[src/rtl/dmafe_pkg.sv]
package dmafe_pkg;
  localparam int IDX_W = 6;
  localparam int WIN_LSB = 13;

  typedef enum logic [2:0] {
    ST_RST  = 3'd1,
    ST_STOP = 3'd2,
    ST_RUN  = 3'd4
  } ch_state_e;

  // word indices within a channel window (byte offset / 4)
  localparam logic [IDX_W-1:0] IX_DATA = 6'h00;
  localparam logic [IDX_W-1:0] IX_SAVE = 6'h16;
  localparam logic [IDX_W-1:0] IX_SBUF = 6'h17;
  localparam logic [IDX_W-1:0] IX_GRP  = 6'h18;
  localparam logic [IDX_W-1:0] IX_GDN  = 6'h1F;
  localparam logic [IDX_W-1:0] IX_CMD  = 6'h20;
  localparam logic [IDX_W-1:0] IX_CFG  = 6'h21;
  localparam logic [IDX_W-1:0] IX_STAT = 6'h22;
  localparam logic [IDX_W-1:0] IX_MASK = 6'h23;
  localparam logic [IDX_W-1:0] IX_ACK  = 6'h24;
  localparam logic [IDX_W-1:0] IX_RAW  = 6'h25;
  localparam logic [IDX_W-1:0] IX_MSKD = 6'h26;
  localparam logic [IDX_W-1:0] IX_SCMD = 6'h27;

  localparam int CFG_EN   = 0;
  localparam int CFG_STOP = 1;
  localparam int SC_W     = 10;
  localparam int SC_BURST = 5;
  localparam int SC_LDATA = 6;
  localparam int SC_LCTX  = 9;
  localparam int ST_EOL   = 5;
  localparam int ST_SRC   = 8;
endpackage

[src/rtl/dmafe_decode.sv]
module dmafe_decode #(
  parameter int NUM_CH  = 2,
  parameter int CH_BITS = 1,
  parameter int ADDR_W  = 14
) (
  input  logic                   clk,
  input  logic                   rst,
  input  logic [ADDR_W-1:0]      addr,
  input  logic                   wr,
  input  logic                   rd,
  input  logic [3:0]             be,
  output logic [NUM_CH-1:0]      wr_sel,
  output logic [CH_BITS-1:0]     ch_idx,
  output logic                   rd_hit,
  output logic [dmafe_pkg::IDX_W-1:0] reg_idx,
  output logic                   err_q
);
  import dmafe_pkg::*;

  logic full;
  logic in_range;

  assign full     = (be == 4'b1111);
  assign ch_idx   = addr[ADDR_W-1:WIN_LSB];
  assign in_range = (32'(ch_idx) < NUM_CH);
  assign reg_idx  = addr[IDX_W+1:2];
  assign rd_hit   = full && in_range;

  for (genvar g = 0; g < NUM_CH; g++) begin : g_sel
    assign wr_sel[g] = wr && full && in_range && (ch_idx == CH_BITS'(g));
  end

  always_ff @(posedge clk) begin
    if (rst) err_q <= 1'b0;
    else     err_q <= (wr || rd) && !full;
  end

  p_err_cause_r10: assert property (@(posedge clk) disable iff (rst)
    err_q |-> $past((wr || rd) && (be != 4'b1111)));
  p_sel_onehot_r1: assert property (@(posedge clk) disable iff (rst)
    $onehot0(wr_sel));
endmodule

[src/rtl/dmafe_irq.sv]
module dmafe_irq #(
  parameter int IRQ_W = 4
) (
  input  logic             clk,
  input  logic             rst,
  input  logic [IRQ_W-1:0] set,
  input  logic             mask_we,
  input  logic             ack_we,
  input  logic [IRQ_W-1:0] wval,
  output logic [IRQ_W-1:0] raw_q,
  output logic [IRQ_W-1:0] mask_q,
  output logic [IRQ_W-1:0] masked_q,
  output logic             irq_q
);
  logic [IRQ_W-1:0] ack_bits;
  logic [IRQ_W-1:0] raw_n;
  logic [IRQ_W-1:0] mask_n;

  always_comb begin
    ack_bits = ack_we ? wval : '0;
    raw_n    = (raw_q & ~ack_bits) | set;
    mask_n   = mask_we ? wval : mask_q;
  end

  always_ff @(posedge clk) begin
    if (rst) begin
      raw_q    <= '0;
      mask_q   <= '0;
      masked_q <= '0;
      irq_q    <= 1'b0;
    end else begin
      raw_q    <= raw_n;
      mask_q   <= mask_n;
      masked_q <= raw_n & mask_n;
      irq_q    <= |(raw_n & mask_n);
    end
  end

  p_ack_clear_r8: assert property (@(posedge clk) disable iff (rst)
    ack_we |=> ((raw_q & $past(wval & ~set)) == '0));
  p_set_sticky_r8: assert property (@(posedge clk) disable iff (rst)
    (|set) |=> ((raw_q & $past(set)) == $past(set)));
  p_irq_mask_r9: assert property (@(posedge clk) disable iff (rst)
    irq_q |-> ((masked_q & mask_q & raw_q) != '0));
  p_irq_low_r9: assert property (@(posedge clk) disable iff (rst)
    (masked_q == '0) |-> !irq_q);
endmodule

[src/rtl/dmafe_channel.sv]
module dmafe_channel #(
  parameter int IRQ_W = 4,
  parameter int SRC_W = 2
) (
  input  logic                        clk,
  input  logic                        rst,
  input  logic                        we,
  input  logic [dmafe_pkg::IDX_W-1:0] idx,
  input  logic [31:0]                 wdata,
  input  logic                        eng_eol,
  input  logic [SRC_W-1:0]            eng_src,
  input  logic [IRQ_W-1:0]            irq_set,
  output logic [31:0]                 rd_word,
  output logic                        irq,
  output logic                        start_p,
  output logic                        cont_p,
  output logic                        ldata_p,
  output logic                        lctx_p,
  output logic                        cmd_bad_p,
  output logic [2:0]                  state
);
  import dmafe_pkg::*;

  logic [31:0]      data_q, save_q, sbuf_q, grp_q, gdn_q, cmd_q, cfg_q;
  logic [SC_W-1:0]  scmd_q;
  logic             eol_q;
  logic [SRC_W-1:0] src_q;
  ch_state_e        state_q;
  logic [IRQ_W-1:0] raw, mask, masked;

  logic cfg_we, cmd_we, scmd_we, mask_we, ack_we;
  logic may_run, start_req;

  assign cfg_we    = we && (idx == IX_CFG);
  assign cmd_we    = we && (idx == IX_CMD);
  assign scmd_we   = we && (idx == IX_SCMD);
  assign mask_we   = we && (idx == IX_MASK);
  assign ack_we    = we && (idx == IX_ACK);
  assign may_run   = cfg_q[CFG_EN] && !cfg_q[CFG_STOP];
  assign start_req = scmd_we && wdata[SC_LDATA] && wdata[SC_BURST] && may_run;

  always_ff @(posedge clk) begin
    if (rst) begin
      data_q <= '0; save_q <= '0; sbuf_q <= '0; grp_q <= '0;
      gdn_q  <= '0; cmd_q  <= '0; cfg_q  <= '0; scmd_q <= '0;
    end else if (we) begin
      case (idx)
        IX_DATA: data_q <= wdata;
        IX_SAVE: save_q <= wdata;
        IX_SBUF: sbuf_q <= wdata;
        IX_GRP:  grp_q  <= wdata;
        IX_GDN:  gdn_q  <= wdata;
        IX_CMD:  cmd_q  <= wdata;
        IX_CFG:  cfg_q  <= wdata;
        IX_SCMD: scmd_q <= wdata[SC_W-1:0];
        default: ;
      endcase
    end
  end

  always_ff @(posedge clk) begin
    if (rst) begin
      state_q <= ST_RST;
    end else if (cfg_we) begin
      if (!wdata[CFG_EN])        state_q <= ST_RST;
      else if (wdata[CFG_STOP])  state_q <= ST_STOP;
    end else if (start_req) begin
      state_q <= ST_RUN;
    end
  end

  always_ff @(posedge clk) begin
    if (rst) begin
      eol_q     <= 1'b0;
      src_q     <= SRC_W'(1);
      start_p   <= 1'b0;
      cont_p    <= 1'b0;
      ldata_p   <= 1'b0;
      lctx_p    <= 1'b0;
      cmd_bad_p <= 1'b0;
    end else begin
      eol_q     <= eng_eol;
      src_q     <= eng_src;
      start_p   <= start_req;
      cont_p    <= cmd_we && may_run && (state_q == ST_RUN);
      ldata_p   <= scmd_we && wdata[SC_LDATA];
      lctx_p    <= scmd_we && wdata[SC_LCTX];
      cmd_bad_p <= cmd_we && (|wdata[31:1]);
    end
  end

  dmafe_irq #(.IRQ_W(IRQ_W)) i_irq (
    .clk      (clk),
    .rst      (rst),
    .set      (irq_set),
    .mask_we  (mask_we),
    .ack_we   (ack_we),
    .wval     (wdata[IRQ_W-1:0]),
    .raw_q    (raw),
    .mask_q   (mask),
    .masked_q (masked),
    .irq_q    (irq)
  );

  always_comb begin
    rd_word = '0;
    case (idx)
      IX_DATA: rd_word = data_q;
      IX_SAVE: rd_word = save_q;
      IX_SBUF: rd_word = sbuf_q;
      IX_GRP:  rd_word = grp_q;
      IX_GDN:  rd_word = gdn_q;
      IX_CMD:  rd_word = cmd_q;
      IX_CFG:  rd_word = cfg_q;
      IX_STAT: begin
        rd_word[2:0]              = state_q;
        rd_word[ST_EOL]           = eol_q;
        rd_word[ST_SRC +: SRC_W]  = src_q;
      end
      IX_MASK: rd_word[IRQ_W-1:0] = mask;
      IX_RAW:  rd_word[IRQ_W-1:0] = raw;
      IX_MSKD: rd_word[IRQ_W-1:0] = masked;
      IX_SCMD: rd_word[SC_W-1:0]  = scmd_q;
      default: rd_word = '0;
    endcase
  end

  assign state = state_q;

  p_state_onehot_r4: assert property (@(posedge clk) disable iff (rst)
    $countones(state_q) == 1);
  p_cfg_reset_r4: assert property (@(posedge clk) disable iff (rst)
    (cfg_we && !wdata[CFG_EN]) |=> (state_q == ST_RST));
  p_cont_gate_r7: assert property (@(posedge clk) disable iff (rst)
    cont_p |-> ($past(state_q) == ST_RUN));
  p_start_run_r6: assert property (@(posedge clk) disable iff (rst)
    start_p |-> (state_q == ST_RUN));
  p_start_data_r6: assert property (@(posedge clk) disable iff (rst)
    start_p |-> ldata_p);
endmodule

[src/rtl/dmafe_top.sv]
module dmafe_top #(
  parameter int NUM_CH  = 2,
  parameter int IRQ_W   = 4,
  parameter int SRC_W   = 2,
  parameter int CH_BITS = (NUM_CH > 1) ? $clog2(NUM_CH) : 1,
  parameter int ADDR_W  = dmafe_pkg::WIN_LSB + CH_BITS
) (
  input  logic                      clk,
  input  logic                      rst,
  input  logic [ADDR_W-1:0]         bus_addr,
  input  logic                      bus_wr,
  input  logic                      bus_rd,
  input  logic [3:0]                bus_be,
  input  logic [31:0]               bus_wdata,
  output logic [31:0]               bus_rdata,
  output logic                      bus_rvalid,
  output logic                      bus_err,
  input  logic [NUM_CH-1:0]         eng_eol,
  input  logic [NUM_CH*SRC_W-1:0]   eng_src,
  input  logic [NUM_CH*IRQ_W-1:0]   eng_irq_set,
  output logic [NUM_CH-1:0]         ch_irq,
  output logic [NUM_CH-1:0]         ch_start,
  output logic [NUM_CH-1:0]         ch_continue,
  output logic [NUM_CH-1:0]         ch_load_data,
  output logic [NUM_CH-1:0]         ch_load_ctx,
  output logic [NUM_CH-1:0]         ch_cmd_bad,
  output logic [NUM_CH*3-1:0]       ch_state
);
  import dmafe_pkg::*;

  logic [NUM_CH-1:0]  wr_sel;
  logic [CH_BITS-1:0] ch_idx;
  logic               rd_hit;
  logic [IDX_W-1:0]   reg_idx;
  logic [31:0]        words [NUM_CH];

  dmafe_decode #(.NUM_CH(NUM_CH), .CH_BITS(CH_BITS), .ADDR_W(ADDR_W)) i_dec (
    .clk     (clk),
    .rst     (rst),
    .addr    (bus_addr),
    .wr      (bus_wr),
    .rd      (bus_rd),
    .be      (bus_be),
    .wr_sel  (wr_sel),
    .ch_idx  (ch_idx),
    .rd_hit  (rd_hit),
    .reg_idx (reg_idx),
    .err_q   (bus_err)
  );

  for (genvar g = 0; g < NUM_CH; g++) begin : g_ch
    dmafe_channel #(.IRQ_W(IRQ_W), .SRC_W(SRC_W)) i_ch (
      .clk       (clk),
      .rst       (rst),
      .we        (wr_sel[g]),
      .idx       (reg_idx),
      .wdata     (bus_wdata),
      .eng_eol   (eng_eol[g]),
      .eng_src   (eng_src[g*SRC_W +: SRC_W]),
      .irq_set   (eng_irq_set[g*IRQ_W +: IRQ_W]),
      .rd_word   (words[g]),
      .irq       (ch_irq[g]),
      .start_p   (ch_start[g]),
      .cont_p    (ch_continue[g]),
      .ldata_p   (ch_load_data[g]),
      .lctx_p    (ch_load_ctx[g]),
      .cmd_bad_p (ch_cmd_bad[g]),
      .state     (ch_state[g*3 +: 3])
    );
  end

  always_ff @(posedge clk) begin
    if (rst) begin
      bus_rvalid <= 1'b0;
      bus_rdata  <= '0;
    end else begin
      bus_rvalid <= bus_rd;
      bus_rdata  <= (bus_rd && rd_hit) ? words[ch_idx] : '0;
    end
  end

  p_rvalid_r3: assert property (@(posedge clk) disable iff (rst)
    bus_rvalid |-> $past(bus_rd));
  p_bad_read_zero_r10: assert property (@(posedge clk) disable iff (rst)
    (bus_rvalid && bus_err) |-> (bus_rdata == '0));
endmodule

[config.mk]
export PLATFORM = sky130hd
export DESIGN_NAME = dmafe_top
export DESIGN_NICKNAME = d
export VERILOG_FILES = /design/src/rtl/dmafe_pkg.sv /design/src/rtl/dmafe_decode.sv /design/src/rtl/dmafe_irq.sv /design/src/rtl/dmafe_channel.sv /design/src/rtl/dmafe_top.sv
export SDC_FILE = /design/constraint.sdc
export NUM_CORES = 1
export LEC_CHECK = 0
export BUFFER_PORTS_ARGS = -buffer_cell sky130_fd_sc_hd__buf_4
export CORE_MARGIN = 5
export CORE_UTILIZATION = 50
export DETAILED_ROUTE_END_ITERATION = 12
export GPL_TIMING_DRIVEN = 1
export PLACE_DENSITY = 0.68
export SLEW_MARGIN = 20
export SYNTH_ARGS = -nofsm -noshare
export SYNTH_HDL_FRONTEND = slang
export SYNTH_SLANG_ARGS = --single-unit
[constraint.sdc]
create_clock -name clk -period 4.2 [get_ports clk]
set_input_delay 1.05 -clock clk [delete_from_list [all_inputs] [get_ports clk]]
set_output_delay 1.05 -clock clk [all_outputs]
set_load 0.02 [all_outputs]
==> results.yml, run 1 <==
status:
  status: "complete, no violations"
clocking:
  clk_pin_slew_ps: 60
  cts_root_buf: "clkbuf_16"
  cts_max_level: 2
  numClockSinks: 550
  cts_hold_buffers: 0
  cts_made_buffers: 56
  worstSkewPairLatency_ps: 610
  post_cts_resized: 0
  cts_setup_buffers: 0
  cts_buffer_depth: 3
  cts_tree: "built"
setup_path:
  critPathLaunch: "bus_be[1]"
  cp_max_fo: 22
  r2r_slack_ps: 2540
  cp.required_ps: 4660
  r2r_cells: 4
  cp-end-kind: "flop"
  start_kind: "input port"
  crit_path_end: "g_ch[1].i_ch.gdn_q[13]"
  r2r_start: "g_ch[1].i_ch.grp_q[1]"
  r2r_end: "bus_rdata[1]"
  worstSetupPathType: "input port to flop"
  critPathArrivalTime_ps: 3380
sta:
  fin_tns_setup_ps: 0
  fin_crit_sh_pct: 69.6
  final_max_slew_viol_count: 0
  timing.hold.ws_ps: 453
  slew_headroom_pct: 32.3
  setup-violations-final: 0
  setup_ws_ps: 1280
  rsz0062_at_grt: "false"
  fmax_mhz: 342
  fin_crit_ps: 2920
  hold_viol: 0
  tightestPinTransition_ps: 1020
  clock_skew_ps: 9.12
drt:
  first_pass_iters: 7
  dr_total_vias: 21096
  wl_mm: 76.0
  drt_iter0_drc: 3012
  remaining_drc_errors: 0
  viasPerCell: 6.13
  routedWlPerCell_um: 22.1
  ant_nets: 0
logic_synthesis:
  syn_avg_cell_area_um2: 7.90
  synth_flop_cell: "dfxtp_1"
  synth_area_leader_cell: "dfxtp_1"
  ys_seq_area_share_pct: 49.2
  synth_fp_nets: 2900
  ys_async_sr_fraction_pct: 0
  ys_top_cells_by_area: "dfxtp_1 49%, nand2_1 16%, a21oi_1 11%"
  synth_edf_count: 0
  syn_area_um2: 22400
  yosys.cell_types.count: 60
  synth_seq_cells: 550
  synth_top_area_share_pct: 49.2
  synthCells: 2832
  yosysWarningCount: 0
die:
  core_region_area_um2: 44200
  rows: 77
  initial_core_util_pct: 50.6
  ioPinCount: 120
  die_y_um: 222
  dieArea_um2: 49100
  die_x_um: 222
cells_and_area:
  areaGrowthSynthToFinish_pct: 14.0
  num-nets-final: 2871
  fin_area_um2: 25500
  antenna_cells: 0
  nFillCells: 3921
  drive_gt1_share_pct: 12.6
place:
  portBuffers: 112
  pre_cts_ws_ps: 702
  gp_congestion: 0.878
  dp_hpwl_mm: 44.5
  place_area_um2: 23700
worst_hold_path:
  hold_start: "g_ch[0].i_ch.grp_q[27]"
  worst_hold_path_type: "flop to flop"
job:
  maxCapViolations: 0
power:
  powerDensity_nw_per_um2: 419
  leakagePower_nw: 8.46
  ir_drop_mv: 0.326
  finalPower_mw: 10.7
global_routing:
  grtUsageTotal_pct: 29.5
  grt_pass1_vias: 20121
  grt_overflow: 0
  antenna_found_initial: 0
  grt_max_degree: 192
  grt_pass1_wl_mm: 117
[power breakdown]
group	internal [mW]	switching [mW]	total [mW]
clock network	2.94	2.09	5.03
logic	0.112	0.315	0.426
registers	5.23	0.00536	5.23
[cells in the mapped netlist (all sizes together), types with 16 or more instances]
master	number
mux2i	22
nand2	942
a222oi	59
and3	41
mux2	45
nand3	68
nor3	16
clkbuf	221
buf	55
nor2	58
a22oi	72
dfxtp	550
a221oi	16
nand4	34
a21oi	490
[metal layers]
layer | routed length, um | track usage (%) | part of all wire [%]
met1 | 30500 | 39.8 | 40
met4 | 2970 | 12.2 | 3.9
met5 | 0 | 0 | 0
met2 | 34700 | 47.0 | 46
met3 | 7740 | 5.18 | 10
[worst min path at each step]
stage                                          to  slack [ps]  cells past startpoint
after global routing      g_ch[0].i_ch.sbuf_q[30]         460                      2
after detailed placement   g_ch[0].i_ch.gdn_q[25]         440                      2
final                      g_ch[0].i_ch.grp_q[27]         450                      2
after floorplan             g_ch[0].i_ch.cmd_q[1]         430                      2
after CTS                   g_ch[1].i_ch.gdn_q[4]         450                      2
after global placement      g_ch[0].i_ch.cmd_q[1]         440                      2
[cells in the final DEF, fill, tap and decap left out, types with 5 or more instances in the layout]
master	count
nand4_1	34
nor3_1	13
a22oi_1	72
clkbuf_16	58
mux2i_1	22
clkinv_2	6
nor2b_1	14
nor4_1	7
a221oi_1	16
mux2_2	45
a2111oi_0	5
buf_4	177
o21ai_0	7
o22ai_1	6
nand3b_1	8
a31o_2	12
clkbuf_1	20
nand2b_1	6
and4_1	6
dfxtp_1	550
nand3_1	68
a211oi_1	6
buf_12	11
nor2_1	43
o31ai_1	5
clkbuf_8	9
and2_1	7
nand2_1	942
and3_1	41
a222oi_1	59
a21oi_1	489
nor2_4	15
[layout make-up]
class / instances / area, um^2 / share of cell area (%)
Sequential cell: 550 / 11000 / 43.2
Multi-Input combinational cell: 2002 / 10300 / 40.5
Clock buffer: 87 / 1650 / 6.47
Timing Repair Buffer: 189 / 1560 / 6.13
Tap cell: 592 / 741 / 2.90
Clock inverter: 16 / 205 / 0.804
Inverter: 4 / 15.0 / 0.0589
[critical path, cell delays in order]
cell     delay (ps)
buf_4            90
nand4_1         440
nor2_1          660
nand2_1         600
buf_12          360
nand2_1          90
a21oi_1          60
[sequential cells by signal, summed over array words and instances, names as in the netlist, 2 cells and up]
| register | flops |
|---|---|
| g_ch.i_ch.start_p | 2 |
| g_ch.i_ch.cmd_q | 64 |
| g_ch.i_ch.sbuf_q | 64 |
| g_ch.i_ch.eol_q | 2 |
| g_ch.i_ch.i_irq.raw_q | 8 |
| g_ch.i_ch.i_irq.mask_q | 8 |
| g_ch.i_ch.scmd_q | 20 |
| g_ch.i_ch.src_q | 4 |
| g_ch.i_ch.grp_q | 64 |
| g_ch.i_ch.i_irq.irq_q | 2 |
| g_ch.i_ch.data_q | 64 |
| g_ch.i_ch.gdn_q | 64 |
| g_ch.i_ch.save_q | 64 |
| g_ch.i_ch.i_irq.masked_q | 8 |
| g_ch.i_ch.cmd_bad_p | 2 |
| g_ch.i_ch.ldata_p | 2 |
| g_ch.i_ch.cont_p | 2 |
| g_ch.i_ch.lctx_p | 2 |
| bus_rdata | 32 |
| g_ch.i_ch.state | 6 |
| g_ch.i_ch.cfg_q | 64 |
[metrics by stage]
stage,utilization [%],instances
3_5_place_dp,53.5,3337
6_report,57.7,3440
4_1_cts,57.7,3440
3_3_place_gp,53.5,3337
5_1_grt,57.7,3440
2_1_floorplan,-,2832
[cells by family (layout without fill, tap and decap cells)]
group / count (synthesis) / in the layout / synth area share (%)
compound gates: 702 / 702 / 18.9
fa+ha+maj: 1 / 1 / 0.0447
buf+inv: 280 / 296 / 5.21
flops: 550 / 550 / 49.2
mux: 67 / 67 / 3.25
simple gates: 1232 / 1232 / 23.4
Note: power is estimated with default switching activity, not from simulation.
==> run 2, diff against run 1 <==
PLACE_DENSITY = 0.71   (was 0.68)
clock period = 2.5 ns   (was 4.2 ns; I/O delays follow)
==> run 2 against run 1 <==
Sequential cell count did not move. Critical endpoint is now bus_rdata[1]. Combinational power rose by 88%. Final cell count rose by 3.1%. Sequential power rose by 68%. Cell area rose by 5.2%. Critical path depth rose by 3. Via count rose by 2.4%. First-iteration DRC count fell by 2.2%. Utilization rose by 3.0 points.
==> results.yml, run 2 (synthesis results as in run 1) <==
place:
  gp_congestion: 0.939
  place_area_um2: 24900
  portBuffers: 112
  dp_hpwl_mm: 48.2
drt:
  first_pass_iters: 10
  dr_total_vias: 21599
  routedWlPerCell_um: 21.9
  viasPerCell: 6.09
  ant_nets: 0
  wl_mm: 77.6
  drt_iter0_drc: 2946
  remaining_drc_errors: 0
status:
  status: "complete, no violations"
job:
  maxCapViolations: 0
sta:
  hold_viol: 0
  final_max_slew_viol_count: 0
  slew_headroom_pct: 24.1
  tightestPinTransition_ps: 1140
  fin_crit_ps: 2120
  setup-violations-final: 0
  clock_skew_ps: 12.4
  fmax_mhz: 472
  rsz0062_at_grt: "false"
  fin_crit_sh_pct: 84.8
setup_path:
  cp_max_fo: 23
  start_kind: "input port"
  critPathArrivalTime_ps: 2600
  cp-end-kind: "flop"
  cp.required_ps: 2980
  worstSetupPathType: "input port to flop"
global_routing:
  grt_overflow: 0
  grt_pass1_vias: 20874
  grt_max_degree: 227
  antenna_found_initial: 2
  grtUsageTotal_pct: 30.1
  grt_pass1_wl_mm: 119
die:
  initial_core_util_pct: 50.6
  rows: 77
  die_y_um: 222
  ioPinCount: 120
  core_region_area_um2: 44200
  dieArea_um2: 49100
  die_x_um: 222
clocking:
  cts_made_buffers: 56
  cts_max_level: 2
  cts_root_buf: "clkbuf_16"
  cts_buffer_depth: 3
  clk_pin_slew_ps: 60
  cts_tree: "built"
  cts_hold_buffers: 0
  post_cts_resized: 0
  numClockSinks: 550
  cts_setup_buffers: 0
  worstSkewPairLatency_ps: 610
power:
  ir_drop_mv: 0.517
  powerDensity_nw_per_um2: 690
  finalPower_mw: 18.5
  leakagePower_nw: 9.21
cells_and_area:
  nFillCells: 3762
  drive_gt1_share_pct: 16.1
  final_common_cell: "nand2_1"
  num-nets-final: 2982
  fin_area_um2: 26800
  areaGrowthSynthToFinish_pct: 19.9
  final_cell_mix: "942 x nand2_1, 550 x dfxtp_1, 489 x a21oi_1, 257 x buf_4, 72 x a22oi_1"
worst_hold_path:
  worst_hold_path_type: "input port to flop"
run 2: worst max-delay path, cell delays in order:
cell	delay (ps)
buf_4	120
buf_12	120
or3_1	410
nor3_4	270
buf_12	220
buf_4	150
buf_4	100
a221o_1	180
nor3_1	60
a211oi_1	320
run 2: area by class of cell:
class | count | area [um^2] | share of cell area (%)
clock inverter | 18 | 308 | 1.15
clock buffer | 81 | 1660 | 6.17
inverter | 4 | 15.0 | 0.0560
timing repair buffer | 300 | 2790 | 10.4
sequential | 550 | 11000 | 41.0
multi-input combinational | 2002 | 10300 | 38.4
tap | 592 | 741 | 2.76
antenna | 1 | 2.50 | 0.00933
run 2: per-stage QoR:
step	worst slack [ps]	hold slack [ps]	instances	utilization [%]	setup TNS, ps
after detailed placement	-206	443	3448	56.2	-1600
final	380	206	3548	60.7	0
after floorplan	108	432	2832	-	0
after global placement	-200	437	3448	56.2	-979
after global routing	350	196	3548	60.7	0
after CTS	418	188	3547	60.7	0
run 2: final timing paths:
check / end / slack, ps / cells after the start / startpoint
max: bus_rdata[1] / 380 / 10 / bus_addr[4]
min: g_ch[0].i_ch.src_q[0] / 210 / 2 / eng_src[0]
max reg2reg: bus_rdata[3] / 750 / 5 / g_ch[1].i_ch.cmd_q[3]
min reg2reg: g_ch[0].i_ch.sbuf_q[13] / 450 / 2 / g_ch[0].i_ch.sbuf_q[13]
run 2: power breakdown:
part / internal, mW / switching, mW / total (mW) / leakage [nW]
registers: 8.78 / 0.0120 / 8.79 / 4.43
clock network: 5.40 / 3.53 / 8.93 / 0.969
logic: 0.253 / 0.548 / 0.801 / 3.81
total: 14.4 / 4.09 / 18.5 / 9.21
run 2: per-layer routing:
layer | GRT usage (%) | vias to the layer above | wire [um]
met3 | 5.57 | 223 | 7740
met2 | 47.5 | 1168 | 35200
li1 | - | 9868 | -
met1 | 40.7 | 10338 | 31500
met4 | 12.6 | 2 | 3160
met5 | 0 | - | 13
